### src/rtl/uart_fc_pkg.sv
package uart_fc_pkg;
  localparam int unsigned OVS_RATE = 16;
  localparam int unsigned OVS_MID  = OVS_RATE / 2;

  typedef enum logic [0:0] {TX_IDLE, TX_SHIFT} tx_state_e;
  typedef enum logic [2:0] {RX_IDLE, RX_START, RX_DATA, RX_STOP, RX_WAIT_HIGH} rx_state_e;
endpackage

### src/rtl/uart_fc_sync.sv
module uart_fc_sync #(
  parameter logic RESET_VAL = 1'b0
) (
  input  logic clk_i,
  input  logic rst_ni,
  input  logic d_i,
  output logic q_o
);
  logic meta_q, sync_q;

  always_ff @(posedge clk_i or negedge rst_ni) begin
    if (!rst_ni) begin
      meta_q <= RESET_VAL;
      sync_q <= RESET_VAL;
    end else begin
      meta_q <= d_i;
      sync_q <= meta_q;
    end
  end

  assign q_o = sync_q;
endmodule

### src/rtl/uart_fc_tx.sv
module uart_fc_tx #(
  parameter int unsigned CLKS_PER_BIT = 32,
  parameter int unsigned DATA_W       = 8
) (
  input  logic              clk_i,
  input  logic              rst_ni,
  input  logic [DATA_W-1:0] data_i,
  input  logic              valid_i,
  output logic              ready_o,
  input  logic              cts_s_i,
  output logic              txd_o,
  output logic              busy_o
);
  import uart_fc_pkg::*;

  localparam int unsigned CW    = (CLKS_PER_BIT > 1) ? $clog2(CLKS_PER_BIT) : 1;
  localparam int unsigned NBITS = DATA_W + 1;  // data + stop after start
  localparam int unsigned BW    = $clog2(NBITS + 1);

  tx_state_e         state_q;
  logic [CW-1:0]     clk_cnt_q;
  logic [BW-1:0]     bit_cnt_q;
  logic [DATA_W:0]   shreg_q;
  logic              txd_q;

  assign ready_o = (state_q == TX_IDLE) && cts_s_i;
  assign busy_o  = (state_q != TX_IDLE);
  assign txd_o   = txd_q;

  always_ff @(posedge clk_i or negedge rst_ni) begin
    if (!rst_ni) begin
      state_q   <= TX_IDLE;
      clk_cnt_q <= '0;
      bit_cnt_q <= '0;
      shreg_q   <= '1;
      txd_q     <= 1'b1;
    end else begin
      unique case (state_q)
        TX_IDLE: begin
          if (valid_i && ready_o) begin
            txd_q     <= 1'b0;
            shreg_q   <= {1'b1, data_i};
            clk_cnt_q <= '0;
            bit_cnt_q <= '0;
            state_q   <= TX_SHIFT;
          end
        end
        TX_SHIFT: begin
          if (clk_cnt_q == CW'(CLKS_PER_BIT - 1)) begin
            clk_cnt_q <= '0;
            if (bit_cnt_q == BW'(NBITS)) begin
              state_q <= TX_IDLE;  // stop bit done, line already high
            end else begin
              txd_q     <= shreg_q[0];
              shreg_q   <= {1'b1, shreg_q[DATA_W:1]};
              bit_cnt_q <= bit_cnt_q + 1'b1;
            end
          end else begin
            clk_cnt_q <= clk_cnt_q + 1'b1;
          end
        end
        default: state_q <= TX_IDLE;
      endcase
    end
  end
endmodule

### src/rtl/uart_fc_rx.sv
module uart_fc_rx #(
  parameter int unsigned CLKS_PER_BIT = 32,
  parameter int unsigned DATA_W       = 8
) (
  input  logic              clk_i,
  input  logic              rst_ni,
  input  logic              rxd_s_i,
  output logic [DATA_W-1:0] data_o,
  output logic              valid_o
);
  import uart_fc_pkg::*;

  localparam int unsigned TICK_DIV = CLKS_PER_BIT / OVS_RATE;
  localparam int unsigned DIV_W    = (TICK_DIV > 1) ? $clog2(TICK_DIV) : 1;
  localparam int unsigned IDX_W    = $clog2(DATA_W);

  rx_state_e         state_q;
  logic [DIV_W-1:0]  div_q;
  logic [3:0]        tick_cnt_q;
  logic [IDX_W-1:0]  idx_q;
  logic [DATA_W-1:0] shreg_q;
  logic              valid_q;
  logic              tick;

  assign tick    = (div_q == DIV_W'(TICK_DIV - 1));
  assign data_o  = shreg_q;
  assign valid_o = valid_q;

  always_ff @(posedge clk_i or negedge rst_ni) begin
    if (!rst_ni) begin
      state_q    <= RX_IDLE;
      div_q      <= '0;
      tick_cnt_q <= '0;
      idx_q      <= '0;
      shreg_q    <= '0;
      valid_q    <= 1'b0;
    end else begin
      valid_q <= 1'b0;
      if (state_q == RX_IDLE || state_q == RX_WAIT_HIGH || tick) div_q <= '0;
      else                                                      div_q <= div_q + 1'b1;

      unique case (state_q)
        RX_IDLE: begin
          tick_cnt_q <= '0;
          if (!rxd_s_i) state_q <= RX_START;
        end
        RX_START: if (tick) begin
          if (tick_cnt_q == 4'(OVS_MID - 1)) begin
            tick_cnt_q <= '0;
            idx_q      <= '0;
            state_q    <= rxd_s_i ? RX_IDLE : RX_DATA;  // reject glitch
          end else tick_cnt_q <= tick_cnt_q + 1'b1;
        end
        RX_DATA: if (tick) begin
          if (tick_cnt_q == 4'(OVS_RATE - 1)) begin
            tick_cnt_q <= '0;
            shreg_q    <= {rxd_s_i, shreg_q[DATA_W-1:1]};
            idx_q      <= idx_q + 1'b1;
            if (idx_q == IDX_W'(DATA_W - 1)) state_q <= RX_STOP;
          end else tick_cnt_q <= tick_cnt_q + 1'b1;
        end
        RX_STOP: if (tick) begin
          if (tick_cnt_q == 4'(OVS_RATE - 1)) begin
            tick_cnt_q <= '0;
            if (rxd_s_i) begin
              valid_q <= 1'b1;
              state_q <= RX_IDLE;
            end else begin
              state_q <= RX_WAIT_HIGH;
            end
          end else tick_cnt_q <= tick_cnt_q + 1'b1;
        end
        RX_WAIT_HIGH: if (rxd_s_i) state_q <= RX_IDLE;
        default: state_q <= RX_IDLE;
      endcase
    end
  end
endmodule

### src/rtl/uart_fc_fifo.sv
module uart_fc_fifo #(
  parameter int unsigned DATA_W = 8,
  parameter int unsigned DEPTH  = 16
) (
  input  logic              clk_i,
  input  logic              rst_ni,
  input  logic [DATA_W-1:0] wdata_i,
  input  logic              push_i,
  input  logic              pop_i,
  output logic [DATA_W-1:0] rdata_o,
  output logic              empty_o,
  output logic              full_o
);
  localparam int unsigned AW = $clog2(DEPTH);

  logic [DATA_W-1:0] mem_q [DEPTH];
  logic [AW:0]       wptr_q, rptr_q;
  logic              do_push, do_pop;

  assign empty_o = (wptr_q == rptr_q);
  assign full_o  = (wptr_q[AW] != rptr_q[AW]) && (wptr_q[AW-1:0] == rptr_q[AW-1:0]);
  assign do_push = push_i && !full_o;
  assign do_pop  = pop_i && !empty_o;
  assign rdata_o = mem_q[rptr_q[AW-1:0]];

  always_ff @(posedge clk_i or negedge rst_ni) begin
    if (!rst_ni) begin
      wptr_q <= '0;
      rptr_q <= '0;
    end else begin
      if (do_push) wptr_q <= wptr_q + 1'b1;
      if (do_pop)  rptr_q <= rptr_q + 1'b1;
    end
  end

  always_ff @(posedge clk_i) begin
    if (do_push) mem_q[wptr_q[AW-1:0]] <= wdata_i;
  end
endmodule

### src/rtl/uart_fc.sv
module uart_fc #(
  parameter int unsigned CLKS_PER_BIT = 32,
  parameter int unsigned FIFO_DEPTH   = 16
) (
  input  logic       clk_i,
  input  logic       rst_ni,
  input  logic [7:0] tx_data_i,
  input  logic       tx_valid_i,
  output logic       tx_ready_o,
  output logic       txd_o,
  input  logic       cts_i,
  input  logic       rxd_i,
  output logic [7:0] rx_data_o,
  output logic       rx_valid_o,
  input  logic       rx_ready_i,
  output logic       rts_o,
  output logic       overrun_o
);
  localparam int unsigned DATA_W = 8;

  logic              cts_s, rxd_s;
  logic              tx_busy;
  logic              rx_push;
  logic [DATA_W-1:0] rx_byte;
  logic              fifo_empty, fifo_full;
  logic              overrun_q;

  uart_fc_sync #(.RESET_VAL(1'b0)) i_cts_sync (
    .clk_i(clk_i), .rst_ni(rst_ni), .d_i(cts_i), .q_o(cts_s)
  );
  uart_fc_sync #(.RESET_VAL(1'b1)) i_rxd_sync (
    .clk_i(clk_i), .rst_ni(rst_ni), .d_i(rxd_i), .q_o(rxd_s)
  );

  uart_fc_tx #(.CLKS_PER_BIT(CLKS_PER_BIT), .DATA_W(DATA_W)) i_tx (
    .clk_i(clk_i), .rst_ni(rst_ni), .data_i(tx_data_i), .valid_i(tx_valid_i),
    .ready_o(tx_ready_o), .cts_s_i(cts_s), .txd_o(txd_o), .busy_o(tx_busy)
  );

  uart_fc_rx #(.CLKS_PER_BIT(CLKS_PER_BIT), .DATA_W(DATA_W)) i_rx (
    .clk_i(clk_i), .rst_ni(rst_ni), .rxd_s_i(rxd_s), .data_o(rx_byte), .valid_o(rx_push)
  );

  uart_fc_fifo #(.DATA_W(DATA_W), .DEPTH(FIFO_DEPTH)) i_fifo (
    .clk_i(clk_i), .rst_ni(rst_ni), .wdata_i(rx_byte), .push_i(rx_push),
    .pop_i(rx_ready_i), .rdata_o(rx_data_o), .empty_o(fifo_empty), .full_o(fifo_full)
  );

  always_ff @(posedge clk_i or negedge rst_ni) begin
    if (!rst_ni)                   overrun_q <= 1'b0;
    else if (rx_push && fifo_full) overrun_q <= 1'b1;
  end

  assign rx_valid_o = !fifo_empty;
  assign rts_o      = fifo_full;
  assign overrun_o  = overrun_q;
endmodule

### config.mk
export PLATFORM = sky130hd
export DESIGN_NAME = uart_fc
export DESIGN_NICKNAME = d
export VERILOG_FILES = /design/src/rtl/uart_fc_pkg.sv /design/src/rtl/uart_fc_sync.sv /design/src/rtl/uart_fc_tx.sv /design/src/rtl/uart_fc_rx.sv /design/src/rtl/uart_fc_fifo.sv /design/src/rtl/uart_fc.sv
export SDC_FILE = /design/constraint.sdc
export NUM_CORES = 1
export LEC_CHECK = 0
export CAP_MARGIN = 0
export CORE_MARGIN = 5
export CORE_UTILIZATION = 45
export CTS_CLUSTER_DIAMETER = 30
export CTS_CLUSTER_SIZE = 28
export DETAILED_ROUTE_END_ITERATION = 6
export SETUP_SLACK_MARGIN = 0.15
export SLEW_MARGIN = 20
export SYNTH_ARGS = -nofsm -noshare
export SYNTH_HDL_FRONTEND = slang
export SYNTH_HIERARCHICAL = 1
export SYNTH_SLANG_ARGS = --single-unit
### constraint.sdc
create_clock -name clk_i -period 5.1 [get_ports clk_i]
set_input_delay 1.02 -clock clk_i [delete_from_list [all_inputs] [get_ports clk_i]]
set_output_delay 1.02 -clock clk_i [all_outputs]
set_load 0.005 [all_outputs]
==> flow_results.org, run 1 <==
** Clock tree
- TritonCTS built the clock tree.
- CTS Root Cell :: sky130_fd_sc_hd__clkbuf_16
- TritonCTS Buffers :: 17
- The clock reaches the later pin of the worst-skew pair after 420 ps.
- In this run, post-CTS repair resized a total of 0 instances.
- Setup bufs post-CTS :: 0
- Hold repair after CTS inserted 0 buffers.
- The longest clock path from root to sink contains 2 buffers.
- For this design, the sink count on the clock tree is 182.
- After clock tree synthesis, the clock-pin slew on the worst setup and hold paths is 70 ps.
- H-Tree Level Count :: 4

** Routing
- For this run, design rule violations remaining after detail routing come to 0.
- Vias post-DR :: 4,024
- Detail-routed net length per standard cell :: 19.8 µm
- The detailed router put a total of 6500 µm of wire on met1.
- For this run, the detailed router's first-pass iteration total came to 4.
- Dividing the detail-routed via count by the number of cells gives 5.54.
- Once detail routing completed, the nets flagged for antenna violations numbered 0.
- Summed over all nets, wire length on met2 after detailed routing comes to 7100 µm.
- Detailed routing placed a total of 581 µm of wire on met3.
- After detailed routing, no signal wire sits above met4.
- Total length of routed wires :: 14,400 µm
- Initial DRC count :: 257

** Final layout
- Number of antenna diodes :: 0
- Synthesis-to-layout area growth :: 14.3%
- Final cell utilization of the core :: 52.6%
- The finished layout holds 726 standard cells, fillers aside.
- Filler Cell Count :: 1,350
- Reg area :: 5210 µm²
- Fraction of final layout cells with drive strength greater than 1 :: 20.9%
- At the end of the flow, the number of nets in the layout was 519.
- The multi-input combinational cells in the finished layout cover a total of 2260 µm².

** Worst setup path
- Top Family by Delay on Critical Path :: buffers and inverters
- The largest individual stage delay along the critical path comes from the cell sky130_fd_sc_hd__dfrtp_2.
- Along the worst path, the maximum fanout reaches 19.
- The worst setup path is of the reg -> out kind.
- Worst endpoint data arrival time :: 2980 ps
- On the worst path, the slowest cell contributes a delay of 740 ps.
- Worst reg2reg path depth :: 5
- Cell count along the critical path :: 5
- The worst setup path is captured at an output pin.
- Required @ worst endpoint :: 4080 ps
- Critical Path Start Type :: flop
- Worst-path cell chain :: buf_4 > mux4_1 > a22oi_1 > nand2_1 > clkdlybuf4s50_1
- Counting both buffers and inverters, the worst setup path holds a total of 2.

** Logic synthesis
- In this run, synthesis inferred 128 flip-flops with an integrated enable.
- The synthesized netlist occupies a cell area of 7690 µm².
- Synth cell types :: 64
- Leading register cell type out of synthesis :: sky130_fd_sc_hd__edfxtp_1
- The number of nets handed over by synthesis was 482.
- Async set or reset register ratio after synthesis :: 29.7%
- Gate count of the mapped netlist :: 456
- During synthesis, Yosys emitted a total of 6 warnings.
- Syn_area_per_cell :: 16.9 µm²
- Sequential fraction of the synthesis area :: 67.7%
- Post-synthesis register bit count :: 182

** Timing
- Endpoints failing setup :: 0
- Setup repair after global routing missed its margin :: false
- The final-report hold violation count was 0.
- Worst relative slew slack :: 39.1%
- Final count of pins violating max slew :: 0
- Based on the critical path, the design can be clocked at up to 0.250 GHz.
- For the pin with the worst max-slew slack, the measured transition is 909 ps.
- Clock skew after layout :: 8.12 ps
- Summed over all failing endpoints, the final setup total negative slack is 0 ps.
- The clock period could shrink to 4000 ps.
- The final critical path takes up 78.4% of the cycle.

** Power and ir drop
- Largest voltage drop on the vdd net :: 251 µV
- Power density cells :: 345 nW/µm²
- In this run the static leakage power is 3.15 nW.

** Die
- The core region is 16,700 µm².
- From bottom edge to top edge, the die measures 141 µm.
- The initial utilization of the core area, before any placement, comes to 46.1%.
- Die Wd :: 141 µm
- I/O pin count :: 27
- Overall die area :: 19,800 µm²
- Site Rows :: 47

** Min path
- The worst hold path belongs to the class reg -> reg.
- Counting instances, the worst hold path has a depth of 0.

** Place
- Estimated wirelength of the detail-placed design :: 9520 µm
- The count of buffers added on input and output ports is 26.
- Cell Count Post-Placement :: 694
- GPL Wtd Cong :: 0.792

** GRT
- Across every metal layer, demand over resource in global routing totals 15.7%.
- Number of global-route vias before repair :: 4,224
- Global-route wire length before repair :: 23,600 µm
- Pin count of the biggest net entering global routing :: 37
- The total overflow left after global routing is 0.
- The initial antenna violation count was 0.

** Outcome
- The flow ran to the end, and the final reports show no timing, DRC or antenna violations.

** Job
- Across the run, the number of max-cap violations was 0.
cell usage after synthesis, drive strengths merged, types with 2 or more instances:
library cell | instances | share of area (%)
nor2b | 3 | 0.24
inv | 9 | 0.44
a21o | 2 | 0.20
o21ai | 10 | 0.70
mux2 | 11 | 1.6
buf | 19 | 2.1
a21oi | 9 | 0.59
clkdlybuf4s25 | 2 | 0.26
or2 | 6 | 0.49
a22o | 4 | 0.46
xor2 | 2 | 0.23
xnor2 | 13 | 1.5
and2 | 2 | 0.16
edfxtp | 128 | 50
dfrtp | 43 | 14
nand2 | 29 | 1.4
mux4 | 32 | 10
and3 | 4 | 0.33
clkbuf | 4 | 0.20
dfstp | 11 | 3.8
nand3 | 2 | 0.13
nand2b | 3 | 0.24
o211ai | 7 | 0.75
o221a | 7 | 1.0
nor2 | 17 | 0.86
nand3b | 2 | 0.36
nand4 | 4 | 0.33
nor4 | 5 | 0.41
a22oi | 16 | 1.6
nor3 | 13 | 0.85
o31ai | 2 | 0.20
mux2i | 2 | 0.26
ha | 12 | 2.0
or3 | 4 | 0.33
per-layer routing:
metal | global-route usage, % | vias up
li1 | - | 1882
met1 | 21.6 | 2062
met2 | 25.0 | 67
met3 | 3.83 | 13
met4 | 4.59 | 0
met5 | 0 | -
flip-flops by register name, indices dropped and copies added, names as in the netlist:
| name | count |
|---|---|
| i_cts_sync/meta_q | 1 |
| i_cts_sync/q_o | 1 |
| i_fifo/mem_q | 128 |
| i_fifo/rptr_q | 5 |
| i_fifo/wptr_q | 5 |
| i_rx/data_o | 8 |
| i_rx/div_q | 1 |
| i_rx/idx_q | 3 |
| i_rx/state_q | 3 |
| i_rx/tick_cnt_q | 4 |
| i_rx/valid_o | 1 |
| i_rxd_sync/meta_q | 1 |
| i_rxd_sync/q_o | 1 |
| i_tx/bit_cnt_q | 4 |
| i_tx/busy_o | 1 |
| i_tx/clk_cnt_q | 5 |
| i_tx/shreg_q | 8 |
| i_tx/txd_o | 1 |
| overrun_o | 1 |
final cells by class:
type                            instances  area share (%)
Multi-Input combinational cell        240            25.7
Timing Repair Buffer                   43            4.36
Tap cell                              220            3.13
Inverter                                9           0.384
Sequential cell                       182            59.3
Clock inverter                         12            1.87
Clock buffer                           20            5.31
final timing paths:
path / slack (ps) / endpoint / startpoint
worst min register to register: 360 / i_rxd_sync/q_o / i_rxd_sync/meta_q
worst max register to register: 2630 / i_fifo/mem_q[15][1] / i_fifo/rptr_q[1]
max in group asynchronous: 3640 / i_tx/txd_o / rst_ni
worst max-delay path: 1100 / rx_data_o[3] / i_fifo/rptr_q[1]
worst min-delay path: 360 / i_rxd_sync/q_o / i_rxd_sync/meta_q
min in group asynchronous: 610 / i_rx/state_q[0] / rst_ni
cell usage in the layout, fill, tap and decap left out, drive strengths merged, types with 3 or more instances in the layout:
master / Yosys / layout
a21oi: 9 / 9
edfxtp: 128 / 128
a22oi: 16 / 16
nor4: 5 / 5
a22o: 4 / 4
dfstp: 11 / 11
o221a: 7 / 7
nor3: 13 / 13
clkdlybuf4s50: 0 / 25
clkbuf: 4 / 20
or3: 4 / 4
nand4: 4 / 4
mux2: 11 / 11
and3: 4 / 4
bufinv: 0 / 3
nand2b: 3 / 3
o21ai: 10 / 10
xnor2: 13 / 13
o211ai: 7 / 7
nor2b: 3 / 3
dfrtp: 43 / 43
buf: 19 / 18
or2: 6 / 6
inv: 9 / 13
clkinvlp: 0 / 3
nand2: 29 / 29
ha: 12 / 12
mux4: 32 / 32
nor2: 17 / 17
logic make-up (layout without fill, tap and decap cells):
kind of cell               after synthesis  in the layout  share of synthesized area, %
xor gates and xnor gates                15             15                          1.71
and+or+nand+nor                        102            102                          7.26
buffers and inverters                   34             84                          3.03
DFF                                    182            182                          67.7
adders and majority gates               12             12                          1.95
AOI/OAI and AO/OA                       66             66                          6.41
muxes                                   45             45                          11.9
worst reg2reg max path: stages (launching register included):
cell and delay, ps:
sky130_fd_sc_hd__dfrtp_2 740, sky130_fd_sc_hd__xnor2_1 150, sky130_fd_sc_hd__nand4_1 110, sky130_fd_sc_hd__buf_4 190, sky130_fd_sc_hd__nor2_2 150, sky130_fd_sc_hd__nor2_1 760
stage by stage:
| stage | worst slack, ps | hold WS, ps | area (µm²) | total power [mW] |
|---|---|---|---|---|
| global route | 894 | 366 | 8790 | 3.14 |
| detailed placement | 1520 | 343 | 8160 | 1.70 |
| global placement | 1540 | 346 | 8160 | 1.69 |
| CTS | 1050 | 357 | 8790 | 3.06 |
| finish | 1100 | 357 | 8790 | 3.03 |
| floorplan | 2660 | 331 | 7690 | 1.67 |
report_power, final:
group	switching [mW]	internal (mW)	leakage (nW)
clock network	0.547	0.818	0.302
registers	0.0231	1.58	1.89
logic	0.0314	0.0289	0.961
total	0.601	2.43	3.15
Power figures use the tool's default switching activity.
==> inputs of run 2 (changes only) <==
==> constraint.sdc (replaced) <==
create_clock -name clk_i -period 3.7 [get_ports clk_i]
set_input_delay 0.74 -clock clk_i [delete_from_list [all_inputs] [get_ports clk_i]]
set_output_delay 0.74 -clock clk_i [all_outputs]
set_load 0.005 [all_outputs]
==> flow_results.org, run 2 (synthesis gave the netlist of run 1 again) <==
** Outcome
- The flow ran to the end, and the final reports show no timing, DRC or antenna violations.

** Final layout
- The share of post-route cells with drive strength above 1 was 20.9% (-0.041 points).
- Largest register FFs :: 128 (unchanged)
- Filler Cell Count :: 1,365 (+1.1%)
- Most common cell after layout, fill and taps aside :: sky130_fd_sc_hd__edfxtp_1
- The total number of nets in the final design is 520 (+0.19%).
- Most frequent cells in the layout :: sky130_fd_sc_hd__edfxtp_1 (128), sky130_fd_sc_hd__dfrtp_1 (42), sky130_fd_sc_hd__nand2_1 (29)
- The area growth from synthesis to layout is 13.5%.
- The final antenna diode count is 0 (unchanged).

** Timing
- Final critical-path required period :: 3290 ps
- Maximum clock rate :: 0.304 GHz
- Sum Neg Setup Slack :: 0 ps (unchanged)
- Final count of pins violating max slew :: 0 (unchanged)
- Number of hold violations in the final report :: 0 (unchanged)
- The actual slew at the worst max-slew pin came to 926 ps (+16.0 ps).
- Endpoints failing setup :: 0 (unchanged)
- Clock skew after layout :: 6.66 ps (-1.46 ps)
- Worst relative slew slack :: 38.1% (-1.1 points)
- Setup repair after global routing left no endpoint under its margin.
- Dividing the final minimum period by the clock period gives 88.9%.

** Worst setup path
- Kind of end point of the critical path :: output pin
- The endpoint required time on the critical path was 2960 ps (-1120 ps).
- WS Path Type :: reg -> out
- The worst path buffer plus inverter count was 2 (unchanged).
- Critical Path Start Type :: flop
- Worst endpoint data arrival time :: 2550 ps (-430 ps)
- The largest individual stage delay along the critical path comes from the cell sky130_fd_sc_hd__mux4_1.
- Top Family by Delay on Critical Path :: buffers and inverters
- Crit Path Max Fanout :: 32 (+13)
- Largest incremental delay on the critical path :: 620 ps (-120 ps)
- Worst-path cell chain :: buf_12 > mux4_1 > a22oi_1 > nand2_1 > clkdlybuf4s50_1

** Clock tree
- TritonCTS Buffers :: 17 (unchanged)
- The quantity of gates resized following cts was 0 (unchanged).
- The hold-fix buffer count after cts came to 0 (unchanged).
- The maximum root-to-sink buffer count is 2 (unchanged).
- The clock transition at the registers of the reported paths is 60 ps (about the same).
- Skew-Pair Late Insertion Delay :: 420 ps (about the same)
- The number of setup buffers added after CTS came to 0 (unchanged).
- Clock tree synthesis selected as its root buffer the cell sky130_fd_sc_hd__clkbuf_16.
- The clock sink total was 182 (unchanged).
- H-Tree Level Count :: 4 (unchanged)
- TritonCTS built the clock tree.

** Routing
- The via count normalized by instance count was 5.56 (+0.31%).
- Detail-routed net length per standard cell :: 19.9 µm (+0.46%)
- Total length of routed wires :: 14,400 µm (+0.60%)
- The first-iteration detailed-routing DRC count came to 192 (-25%).
- Post-route DRC violation count :: 0 (unchanged)
- The total vias in the final route is 4,042 (+0.45%).
- Number of detailed-route iterations in the first pass :: 4 (unchanged)
- Remaining number of nets flagged by the antenna check after routing :: 0 (unchanged)

** Power and ir drop
- Power density cells :: 453 nW/µm² (+31%)
- The leakage power total came to 3.11 nW (-1.3%).
- Pwr Total :: 3.95 mW (+30%)
- Largest voltage drop on the vdd net :: 343 µV (+37%)

** GRT
- Number of global-route vias before repair :: 4,212 (-0.28%)
- Total Routing Usage GR :: 15.3% (-0.37 points)
- Pin count of the biggest net entering global routing :: 33 (-11%)
- Global-route wire length before repair :: 23,100 µm (-1.8%)
- Initial antenna violation count :: 0 (unchanged)
- Total grt overflow :: 0 (unchanged)

** Place
- Port buffer count :: 26 (unchanged)
- GPL Wtd Cong :: 0.777 (-1.9%)
- Estimated wirelength of the detail-placed design :: 9680 µm (+1.7%)

** Die
- The count of standard-cell rows was 47 (unchanged).
- Vert. Die Dim :: 141 µm (unchanged)
- The core area came to 16,700 µm² (unchanged).
- The die extent in x was 141 µm (unchanged).
- The die area came to 19,800 µm² (unchanged).
- The initial core utilization came to 46.1% (unchanged).
- The number of placed I/O pins was 27 (unchanged).

** Job
- Number of max-cap violations :: 0 (unchanged)

** Min path
- The tightest min-delay check is of the in -> async type.
==> run 2: final cells by class <==
cell class / count / area [µm²] / area share, %
Sequential cell: 182 / 5210 / 59.7
Multi-Input combinational cell: 240 / 2260 / 25.9
Clock buffer: 18 / 429 / 4.92
Timing Repair Buffer: 44 / 403 / 4.62
Tap cell: 220 / 275 / 3.15
Clock inverter: 14 / 119 / 1.36
Inverter: 9 / 33.8 / 0.387
==> run 2: final timing paths <==
path | from | endpoint | slack (ps) | cells after the start
min | rst_ni | i_rx/idx_q[0] | 320 | 1
min reg2reg | i_rxd_sync/meta_q | i_rxd_sync/q_o | 360 | 0
max | i_fifo/rptr_q[1] | rx_data_o[3] | 410 | 5
max in group asynchronous | rst_ni | i_rxd_sync/q_o | 2540 | 2
min in group clk_i | i_rxd_sync/meta_q | i_rxd_sync/q_o | 360 | 0
max reg2reg | i_fifo/wptr_q[3] | i_fifo/mem_q[15][6] | 1200 | 5
==> run 2: through the flow <==
stage               utilization [%]  hold WS, ps  instance area (µm²)  std cells  setup WS [ps]
detailed placement             49.0          347                 8180        695            846
finish                         52.2          323                 8730        727            409
CTS                            52.2          332                 8730        727            367
global route                   52.2          361                 8730        727            308
floorplan                         -          331                 7690        456           1440
global placement               49.0          342                 8180        695            854
==> run 2: power by group <==
| group | total, mW | internal, mW | switching, mW |
|---|---|---|---|
| Clock | 1.66 | 0.876 | 0.780 |
| Combinational | 0.0833 | 0.0399 | 0.0434 |
| Sequential | 2.21 | 2.18 | 0.0313 |
==> run 2: worst register-to-register path: stages (launching register included) <==
cell                      delay [ps]
sky130_fd_sc_hd__dfrtp_1         510
sky130_fd_sc_hd__xnor2_1         190
sky130_fd_sc_hd__nand4_1         400
sky130_fd_sc_hd__nor2_2           90
sky130_fd_sc_hd__buf_4           200
sky130_fd_sc_hd__nor2_1          720
==> run 2: routing by layer <==
layer	vias to the layer above	GRT usage (%)	wire length (µm)
met3	16	3.66	531
met2	71	25.6	7330
met1	2076	19.9	6360
li1	1879	-	-
met5	-	0	0
met4	0	4.90	223
